File: src/rtl/bstx_pkg.sv
package bstx_pkg;
    typedef enum logic [1:0] {
        ST_IDLE  = 2'd0,
        ST_SEND  = 2'd1,
        ST_GUARD = 2'd2
    } tx_state_e;
endpackage

File: src/rtl/bstx_frame_shift.sv
// Holds one start/data/stop frame and shifts it out one bit per advance.
module bstx_frame_shift #(
    parameter int DATA_BITS = 8
) (
    input  logic                 clk,
    input  logic                 rst_n,
    input  logic                 load,
    input  logic [DATA_BITS-1:0] load_byte,
    input  logic                 advance,
    output logic                 line_bit,
    output logic                 frame_done
);
    localparam int FRAME_BITS = DATA_BITS + 2;
    localparam int CNT_W      = $clog2(FRAME_BITS);

    logic [FRAME_BITS-1:0] shreg;
    logic [CNT_W-1:0]      bit_cnt;

    always_ff @(posedge clk or negedge rst_n) begin
        if (!rst_n) begin
            shreg   <= '1;
            bit_cnt <= '0;
        end else if (load) begin
            shreg   <= {1'b1, load_byte, 1'b0};
            bit_cnt <= '0;
        end else if (advance) begin
            shreg   <= {1'b1, shreg[FRAME_BITS-1:1]};
            bit_cnt <= bit_cnt + CNT_W'(1);
        end
    end

    assign line_bit   = shreg[0];
    assign frame_done = advance && (bit_cnt == CNT_W'(FRAME_BITS - 1));
endmodule

File: src/rtl/bstx_guard_timer.sv
// Guard setting register with floor clamp, and the guard countdown.
module bstx_guard_timer #(
    parameter int GUARD_W   = 8,
    parameter int GUARD_RST = 11,
    parameter int MIN_GUARD = 11
) (
    input  logic               clk,
    input  logic               rst_n,
    input  logic               cfg_we,
    input  logic [GUARD_W-1:0] cfg_len,
    input  logic               start,
    input  logic               advance,
    output logic               done
);
    logic [GUARD_W-1:0] guard_cfg;
    logic [GUARD_W-1:0] guard_eff;
    logic [GUARD_W-1:0] remain;

    always_ff @(posedge clk or negedge rst_n) begin
        if (!rst_n)      guard_cfg <= GUARD_W'(GUARD_RST);
        else if (cfg_we) guard_cfg <= cfg_len;
    end

    always_comb begin
        if (guard_cfg < GUARD_W'(MIN_GUARD)) guard_eff = GUARD_W'(MIN_GUARD);
        else                                 guard_eff = guard_cfg;
    end

    always_ff @(posedge clk or negedge rst_n) begin
        if (!rst_n)                       remain <= '0;
        else if (start)                   remain <= guard_eff;
        else if (advance && remain != '0) remain <= remain - GUARD_W'(1);
    end

    assign done = advance && (remain == GUARD_W'(1));
endmodule

File: src/rtl/batch_serial_tx.sv
module batch_serial_tx #(
    parameter int BYTES     = 8,
    parameter int DATA_BITS = 8,
    parameter int GUARD_W   = 8,
    parameter int GUARD_RST = 11
) (
    input  logic                         clk,
    input  logic                         rst_n,
    input  logic                         batch_valid,
    output logic                         batch_ready,
    input  logic [BYTES*DATA_BITS-1:0]   batch_data,
    input  logic                         bit_tick,
    input  logic                         guard_we,
    input  logic [GUARD_W-1:0]           guard_len,
    output logic                         serial_out
);
    import bstx_pkg::*;

    localparam int FRAME_BITS = DATA_BITS + 2;
    localparam int MIN_GUARD  = FRAME_BITS + BYTES / 8;
    localparam int IDX_W      = (BYTES > 1) ? $clog2(BYTES) : 1;

    tx_state_e state, state_nxt;

    logic [BYTES*DATA_BITS-1:0] payload;
    logic [DATA_BITS-1:0]       byte_lane [BYTES];
    logic [IDX_W-1:0]           byte_idx;
    logic [IDX_W-1:0]           nxt_idx;
    logic                       last_byte;
    logic                       accept;
    logic                       send_adv, guard_adv;
    logic                       frame_done, guard_done;
    logic                       shift_load, line_bit;
    logic [DATA_BITS-1:0]       shift_byte;

    for (genvar g = 0; g < BYTES; g++) begin : g_lane
        assign byte_lane[g] = payload[g*DATA_BITS +: DATA_BITS];
    end

    assign accept    = batch_valid && batch_ready;
    assign send_adv  = bit_tick && (state == ST_SEND);
    assign guard_adv = bit_tick && (state == ST_GUARD);
    assign nxt_idx   = byte_idx + IDX_W'(1);
    assign last_byte = (byte_idx == IDX_W'(BYTES - 1));

    assign shift_load = accept || (frame_done && !last_byte);
    assign shift_byte = accept ? batch_data[DATA_BITS-1:0] : byte_lane[nxt_idx];

    bstx_frame_shift #(.DATA_BITS(DATA_BITS)) i_shift (
        .clk        (clk),
        .rst_n      (rst_n),
        .load       (shift_load),
        .load_byte  (shift_byte),
        .advance    (send_adv),
        .line_bit   (line_bit),
        .frame_done (frame_done)
    );

    bstx_guard_timer #(
        .GUARD_W   (GUARD_W),
        .GUARD_RST (GUARD_RST),
        .MIN_GUARD (MIN_GUARD)
    ) i_guard (
        .clk     (clk),
        .rst_n   (rst_n),
        .cfg_we  (guard_we),
        .cfg_len (guard_len),
        .start   (frame_done && last_byte),
        .advance (guard_adv),
        .done    (guard_done)
    );

    always_ff @(posedge clk or negedge rst_n) begin
        if (!rst_n) begin
            payload  <= '0;
            byte_idx <= '0;
        end else if (accept) begin
            payload  <= batch_data;
            byte_idx <= '0;
        end else if (frame_done && !last_byte) begin
            byte_idx <= nxt_idx;
        end
    end

    // State register
    always_ff @(posedge clk or negedge rst_n) begin
        if (!rst_n) state <= ST_IDLE;
        else        state <= state_nxt;
    end

    // Next state
    always_comb begin
        state_nxt = state;
        unique case (state)
            ST_IDLE:  if (accept) state_nxt = ST_SEND;
            ST_SEND:  if (frame_done && last_byte) state_nxt = ST_GUARD;
            ST_GUARD: if (guard_done) state_nxt = ST_IDLE;
            default:  state_nxt = ST_IDLE;
        endcase
    end

    // Outputs
    always_comb begin
        batch_ready = 1'b0;
        serial_out  = 1'b1;
        unique case (state)
            ST_IDLE:  batch_ready = 1'b1;
            ST_SEND:  serial_out  = line_bit;
            ST_GUARD: serial_out  = 1'b1;
            default:  serial_out  = 1'b1;
        endcase
    end
endmodule

File: config.mk
export PLATFORM = sky130hd
export DESIGN_NAME = batch_serial_tx
export DESIGN_NICKNAME = d
export VERILOG_FILES = /design/src/rtl/bstx_pkg.sv /design/src/rtl/bstx_frame_shift.sv /design/src/rtl/bstx_guard_timer.sv /design/src/rtl/batch_serial_tx.sv
export SDC_FILE = /design/constraint.sdc
export NUM_CORES = 1
export LEC_CHECK = 0
export ABC_AREA = 1
export BUFFER_PORTS_ARGS = -buffer_cell sky130_fd_sc_hd__buf_2
export CELL_PAD_IN_SITES_DETAIL_PLACEMENT = 0
export CELL_PAD_IN_SITES_GLOBAL_PLACEMENT = 2
export CORE_ASPECT_RATIO = 1.2
export CORE_UTILIZATION = 33
export DETAILED_ROUTE_END_ITERATION = 10
export PLACE_DENSITY_LB_ADDON = 0.1
export SLEW_MARGIN = 40
export SYNTH_ARGS = -nofsm -noshare
export SYNTH_HDL_FRONTEND = slang
export SYNTH_SLANG_ARGS = --single-unit
File: constraint.sdc
create_clock -name clk -period 1.9 [get_ports clk]
set_input_delay 0.095 -clock clk [delete_from_list [all_inputs] [get_ports clk]]
set_output_delay 0.095 -clock clk [all_outputs]
set_load 0.01 [all_outputs]
Word-level counts from Yosys, hierarchy flattened
Index checks and enable logic that the tools add are counted.

Bits in registers: 99. Input port bits: 77. Output and inout bits: 2.

$add $sub $neg: 3. Magnitude comparators: 2. Equality and inequality tests: 8. Muxes and demuxes: 19. Bitwise logic cells: 1. Reduce and logical (&&, ||, !) cells: 16.

Operators with widths (number): $mux W8 (6); $bmux W8 S3 (1); $mux W10 (2); $eq A8 B1 Y1 const B (1); $logic_and A1 B1 Y1 (8); $lt A8 B4 Y1 const B (1); $mux W4 (2); $reduce_bool A8 Y1 (1); $sub A8 B1 Y8 const B (1); $mux W2 (3); $mux W3 (2); $pmux W2 S3 (1); $reduce_bool A2 Y1 (3); $add A4 B1 Y4 const B (1); $eq A4 B4 Y1 const B (1); $ge A4 B4 Y1 const B (1); $ne A2 B2 Y1 const B (2); $not A3 Y4 (1); $add A3 B1 Y3 const B (1); $eq A3 B3 Y1 const B (1); $reduce_and A3 Y1 (1); $eq A2 B1 Y1 const B (1); $eq A2 B2 Y1 const B (1); $logic_not A2 Y1 (1); other kinds (4) (5).

Longest topological paths before layout
Depth after elaboration: 7. Gate-level depth with buffers: 11. Depth with buffers taken out: 10.

By module
Synthesis repeated with hierarchy kept, for this count alone.

Cell total of the unflattened synthesis: 642. Area, all modules: 4929.7 sq um.

By module, submodules not included: batch_serial_tx (times used 1, cells an instance 445, area each 3343.2 sq um, sequential area each 1726.7 sq um); bstx_guard_timer (times used 1, cells an instance 132, area each 965.9 sq um, sequential area each 404.1 sq um); bstx_frame_shift (times used 1, cells an instance 65, area each 620.6 sq um, sequential area each 336.6 sq um).

Worst setup path after synthesis
Ideal clock, no wire load.

Kind: reg-to-reg. Start point: register byte_idx[0]. End point: register i_shift.shreg[2]. Arrival: 1.505 ns. Required time: 1.819 ns. Setup slack: 0.314 ns. Cell stages (with the launch flop): 11. Path buffers: 2. Clock period less this slack: 1.586 ns. Cells stage by stage: dfrtp_1 > ha_1 > buf_4 > clkinv_1 > buf_2 > nand3_1 > nand2_1 > nand2_1 > nand2_1 > o21ai_0 > nand2_1.

Cells in the longest elaborated chain, start to end: 7. Elaborated cells on any way between the ends: 12. Those cells by class: add/sub: 1; eq/ne: 1; mux: 5; bitwise: 1; reduce/logical: 4.

RTL lines: from (decl) (line batch_serial_tx.sv:27) `logic [IDX_W-1:0] byte_idx;`; from (signal assigned) (line batch_serial_tx.sv:81) `byte_idx <= nxt_idx;`; $add A3 B1 Y3 (line batch_serial_tx.sv:43) `assign nxt_idx = byte_idx + IDX_W'(1);`; $not A3 Y4 (implied by the code) (line batch_serial_tx.sv:47) `assign shift_byte = accept ? batch_data[DATA_BITS-1:0] : byte_lane[nxt_idx];`; $bmux W8 S3 (line batch_serial_tx.sv:47); $mux W8 (implied by the code) (2 in series) (line batch_serial_tx.sv:47); $mux W8 (line batch_serial_tx.sv:47); $mux W10 (line bstx_frame_shift.sv:23) `end else if (load) begin`; to (signal assigned) (line bstx_frame_shift.sv:24) `shreg <= {1'b1, load_byte, 1'b0};`; to (signal assigned) (line bstx_frame_shift.sv:27) `shreg <= {1'b1, shreg[FRAME_BITS-1:1]};`; to (decl) (line bstx_frame_shift.sv:16) `logic [FRAME_BITS-1:0] shreg;`.

Parallel ways exist; a longest one is shown, timed or not. The select of a mux whose other input is x is not followed. A chain may end at the register's enable or synchronous reset.

Final worst setup path
Start point: register state[0]. End point: register i_shift.shreg[7].

Cells in the longest elaborated chain, start to end: 6. Elaborated cells on any way between the ends: 11. Those cells by class: eq/ne: 1; mux: 3; reduce/logical: 7.

RTL lines: from (decl) (line batch_serial_tx.sv:23) `tx_state_e state, state_nxt;`; from (signal assigned) (line batch_serial_tx.sv:88) `else state <= state_nxt;`; $eq A2 B1 Y1 (line batch_serial_tx.sv:41) `assign send_adv = bit_tick && (state == ST_SEND);`; $logic_and A1 B1 Y1 (line batch_serial_tx.sv:41); $logic_and A1 B1 Y1 (line bstx_frame_shift.sv:33) `assign frame_done = advance && (bit_cnt == CNT_W'(FRAME_BITS - 1));`; $logic_and A1 B1 Y1 (line batch_serial_tx.sv:46) `assign shift_load = accept || (frame_done && !last_byte);`; $logic_or A1 B1 Y1 (line batch_serial_tx.sv:46); $mux W10 or $reduce_bool A2 Y1 (tied branches).

Parallel ways exist; a longest one is shown, timed or not.

==> impl_metrics.env <==
export IMPL_run_status="complete, no violations"
export IMPL_drive_above_1_share_pct=16.81
export IMPL_via_count_of_the_first_global_routing_pass=4653
export IMPL_net_switching_power_of_the_design_w=0.002706
export IMPL_synth_simple_area_share_pct=26.16
export IMPL_tightest_pin_transition_ns=0.4452
export IMPL_clock_sinks=98
export IMPL_total_leakage_power_nw=3.353
export IMPL_design_die_area_um2=15610
export IMPL_postSynthNetCount=736
export IMPL_clock_skew_final_ns=0.007982
export IMPL_unrepaired_setup_endpoints_after_global_routing="false"
export IMPL_numCtsBuffers=9
export IMPL_postSynthAreaPerCell_um2=7.639
export IMPL_tritoncts_clock_tree="built"
export IMPL_io_pins=79
export IMPL_arrival_ns=2.00
export IMPL_fp_dieW_um=114.2
export IMPL_routabilityCongestion=0.7720
export IMPL_insertedDiodeCount=0
export IMPL_kind_of_cell_adding_the_most_delay_to_the_critical_path="simple AND/OR/NAND/NOR gates"
export IMPL_final_fill_count=1508
export IMPL_post_cts_hold_buffer_count=70
export IMPL_clock_fmax_mhz=586.1
export IMPL_power_report_internal_total_w=0.004728
export IMPL_power_switching_share_pct=36.40
export IMPL_clockBufferDepth=2
export IMPL_synthMuxAreaShare_pct=0.4515
export IMPL_rows=48
export IMPL_endpoint_kind="flip-flop"
export IMPL_dp_worst_setup_slack_ns=0.1823
export IMPL_timing_critical_path_from_type="flip-flop"
export IMPL_synth_seq_cells=98
export IMPL_crit_path_max_incr_delay_ns=0.46
export IMPL_vias=4463
export IMPL_yosys_cell_types=31
export IMPL_synthesized_instance_count=653
export IMPL_final_setup_worst_slack_ns=0.1939
export IMPL_synth_seq_area_share_pct=49.46
export IMPL_firstDrtPassIters=4
export IMPL_global_route_overflow_total=0
export IMPL_netlist_top_cells_area="sky130_fd_sc_hd__dfrtp_1, sky130_fd_sc_hd__nand2_1, sky130_fd_sc_hd__o21ai_0"
export IMPL_wire_length_of_the_first_global_routing_pass_mm=22.36
export IMPL_p_seq_share_pct=40.2
export IMPL_finalSetupViolCount=0
export IMPL_floorplan_core_area_um2=14590
export IMPL_setup_cp_type="flip-flop to flip-flop"
export IMPL_grt_max_degree=55
export IMPL_setup_tns_ns=0
export IMPL_yosys_warnings=0
export IMPL_hp_class="primary input to flip-flop"
export IMPL_ff2ff_setup_slack_ns=0.19
export IMPL_power_density_nw_per_um2=1125
export IMPL_drt_iter0_drc=128
export IMPL_timing_critical_path_cells="nor2_2, nand2_2, clkinv_2, nor2_4, nand2_1, nand2_1, inv_1, nand2_1, nand2_1, nand2_1"
export IMPL_clk_latency_ns=0.35
export IMPL_r2r_cells=10
export IMPL_pwr_share_clk_pct=23.8
export IMPL_timing_rr_end="i_shift.shreg[7]"
export IMPL_cp_num_buf_inv=2
export IMPL_yosys_area_share_xor_xnor_pct=0.7023
export IMPL_track_usage_pct=18.57
export IMPL_timing_hold_worst_path_depth=3
export IMPL_synth_top_family_by_area="simple AND/OR/NAND/NOR gates"
export IMPL_wl_per_cell_um=13.08
export IMPL_cts_htree_levels=3
export IMPL_max_cap_viol=0
export IMPL_netlist_area_leader_share_pct=43.14
export IMPL_ctsResizeCount=0
export IMPL_cts_root_buffer_cell="sky130_fd_sc_hd__clkbuf_16"
export IMPL_timing_final_crit_period_ns=1.706
export IMPL_vdd_drop_max_uv=495.0
export IMPL_finalHoldWorstSlack_ns=0.02188
export IMPL_cp_required_ns=2.19
export IMPL_synthAdderAreaFrac_pct=1.505
export IMPL_final_max_slew_violation_count=0
export IMPL_port_buffer_count=78
export IMPL_fp_dieH_um=136.7
export IMPL_worst_path_most_repeated_cell="sky130_fd_sc_hd__nand2_1"
export IMPL_worstSetupEndpoint="i_shift.shreg[7]"
export IMPL_final_period_utilization_pct=89.80
export IMPL_netlist_area_um2=4989
export IMPL_final_hold_violation_count=0
export IMPL_worst_setup_path_start="state[0]"
export IMPL_floorplan_initialDensity_pct=34.18
export IMPL_routed_wirelength_mm=13.12
export IMPL_finalCoreUtilization_pct=45.29
export IMPL_place_hpwl_mm=9.137
export IMPL_timing_critical_path_slowest_stage_cell="sky130_fd_sc_hd__dfrtp_1"
export IMPL_combinationalPowerShare_pct=36.0
export IMPL_area_growth_synth_to_final_pct=32.51
export IMPL_complex_gate_fraction_of_the_synthesized_area_pct=11.04
export IMPL_cts_repair_timing_setup_buffer_count=0
export IMPL_path_clk_slew_ns=0.07
export IMPL_regToRegStartpoint="state[0]"
export IMPL_avgViaCountPerCell=4.450
export IMPL_detail_route_drc_violations=0
export IMPL_worst_slew_margin_rel_pct=70.32
export IMPL_critical_path_depth=10
export IMPL_antenna_found_initial=0
export IMPL_worst_path_max_fanout=20
export IMPL_synth_top_cell_by_area="sky130_fd_sc_hd__dfrtp_1"
export IMPL_finish_net_count=881
export IMPL_antenna_violating_nets_post_route=0
==> worst min-delay path by stage <==
stage / end / slack, ns / startpoint
2_1_floorplan: byte_idx[0] / -0.20 / rst_n
3_3_place_gp: i_guard.guard_cfg[6] / -0.05 / rst_n
3_5_place_dp: i_guard.guard_cfg[6] / -0.05 / rst_n
4_1_cts: payload[3] / 0.02 / batch_data[3]
5_1_grt: payload[3] / 0.04 / batch_data[3]
6_report: payload[3] / 0.02 / batch_data[3]
==> area by class of cell <==
type | instances | area (um2) | share of cell area (%)
repair buffers | 163 | 1256 | 19.00
multi-input cells | 428 | 1988 | 30.08
clock buffers | 10 | 239.0 | 3.615
well taps | 200 | 250.2 | 3.786
flip-flops and latches | 98 | 2467 | 37.33
inverters | 98 | 369.1 | 5.584
clock inverters | 6 | 40.04 | 0.6057
==> tightest hold or removal path, stage by stage <==
cell,delay (ns)
sky130_fd_sc_hd__buf_2,0.09
sky130_fd_sc_hd__nand2_1,0.07
sky130_fd_sc_hd__o21ai_0,0.07
==> through the flow <==
step / total power (W) / std cells / area, um2
after global placement: 0.005606 / 917 / 5630
after detailed placement: 0.005634 / 917 / 5630
after CTS: 0.007556 / 1003 / 6610
after global routing: 0.008103 / 1003 / 6610
after floorplan: 0.004754 / 653 / 4989
final: 0.007434 / 1003 / 6610
==> cells by family (layout without fill, tap and decap cells) <==
group	count (synthesis)	after routing
AND/OR/NAND/NOR	315	315
buffers and inverters	127	277
AO/OA/AOI/OAI	101	101
flip-flops	98	98
adder cells (fa/ha/maj)	6	6
XOR/XNOR	4	4
multiplexers	2	2
==> registers in the layout, summed over array words and instances, names as in the netlist <==
register           count
i_guard.remain         8
i_shift.bit_cnt        4
i_shift.shreg          9
byte_idx               3
state                  2
payload               64
i_guard.guard_cfg      8
==> cell usage after synthesis (all sizes together) <==
| cell | number |
|---|---|
| o31ai | 2 |
| nand3 | 44 |
| ha | 6 |
| o21bai | 3 |
| nand4 | 1 |
| o211ai | 13 |
| clkbuf | 7 |
| o21ai | 77 |
| dfrtp | 86 |
| xnor2 | 1 |
| buf | 22 |
| a21oi | 6 |
| nor3 | 1 |
| or2 | 1 |
| clkinv | 1 |
| nand3b | 1 |
| dfstp | 12 |
| mux2 | 2 |
| nand2 | 244 |
| xor2 | 3 |
| inv | 97 |
| nor2 | 23 |
==> power by group through the flow <==
stage	clock (W)	sequential [W]	combinational, W
after floorplan	0	0.00296	0.00179
after global placement	0	0.00301	0.00259
after detailed placement	0	0.00303	0.00260
after CTS	0.00183	0.00299	0.00274
after global routing	0.00191	0.00306	0.00313
final	0.00177	0.00299	0.00268
==> placed cells by master (no fill, tap or decap), types with 3 or more instances in the layout <==
master / count
sky130_fd_sc_hd__o211ai_1: 13
sky130_fd_sc_hd__dlygate4sd3_1: 70
sky130_fd_sc_hd__o21ai_0: 72
sky130_fd_sc_hd__nor2_1: 19
sky130_fd_sc_hd__clkbuf_16: 9
sky130_fd_sc_hd__nand3_1: 43
sky130_fd_sc_hd__o21ai_1: 5
sky130_fd_sc_hd__ha_1: 6
sky130_fd_sc_hd__nor2_4: 3
sky130_fd_sc_hd__dfstp_2: 12
sky130_fd_sc_hd__xor2_1: 3
sky130_fd_sc_hd__o21bai_1: 3
sky130_fd_sc_hd__buf_2: 77
sky130_fd_sc_hd__a21oi_1: 6
sky130_fd_sc_hd__clkinv_2: 4
sky130_fd_sc_hd__dfrtp_1: 86
sky130_fd_sc_hd__buf_4: 12
sky130_fd_sc_hd__nand2_1: 240
sky130_fd_sc_hd__buf_12: 4
sky130_fd_sc_hd__inv_1: 95
==> metal layers <==
layer	wire length, um	global-route usage, %	part of all wire [%]	up-vias
li1	-	-	-	2302
met1	6206	23.46	47	2086
met2	6437	32.15	49	58
met3	243	2.347	1.9	17
met4	237	7.359	1.8	0
met5	0	0	0	-
Note: power is estimated with default switching activity, not from simulation.
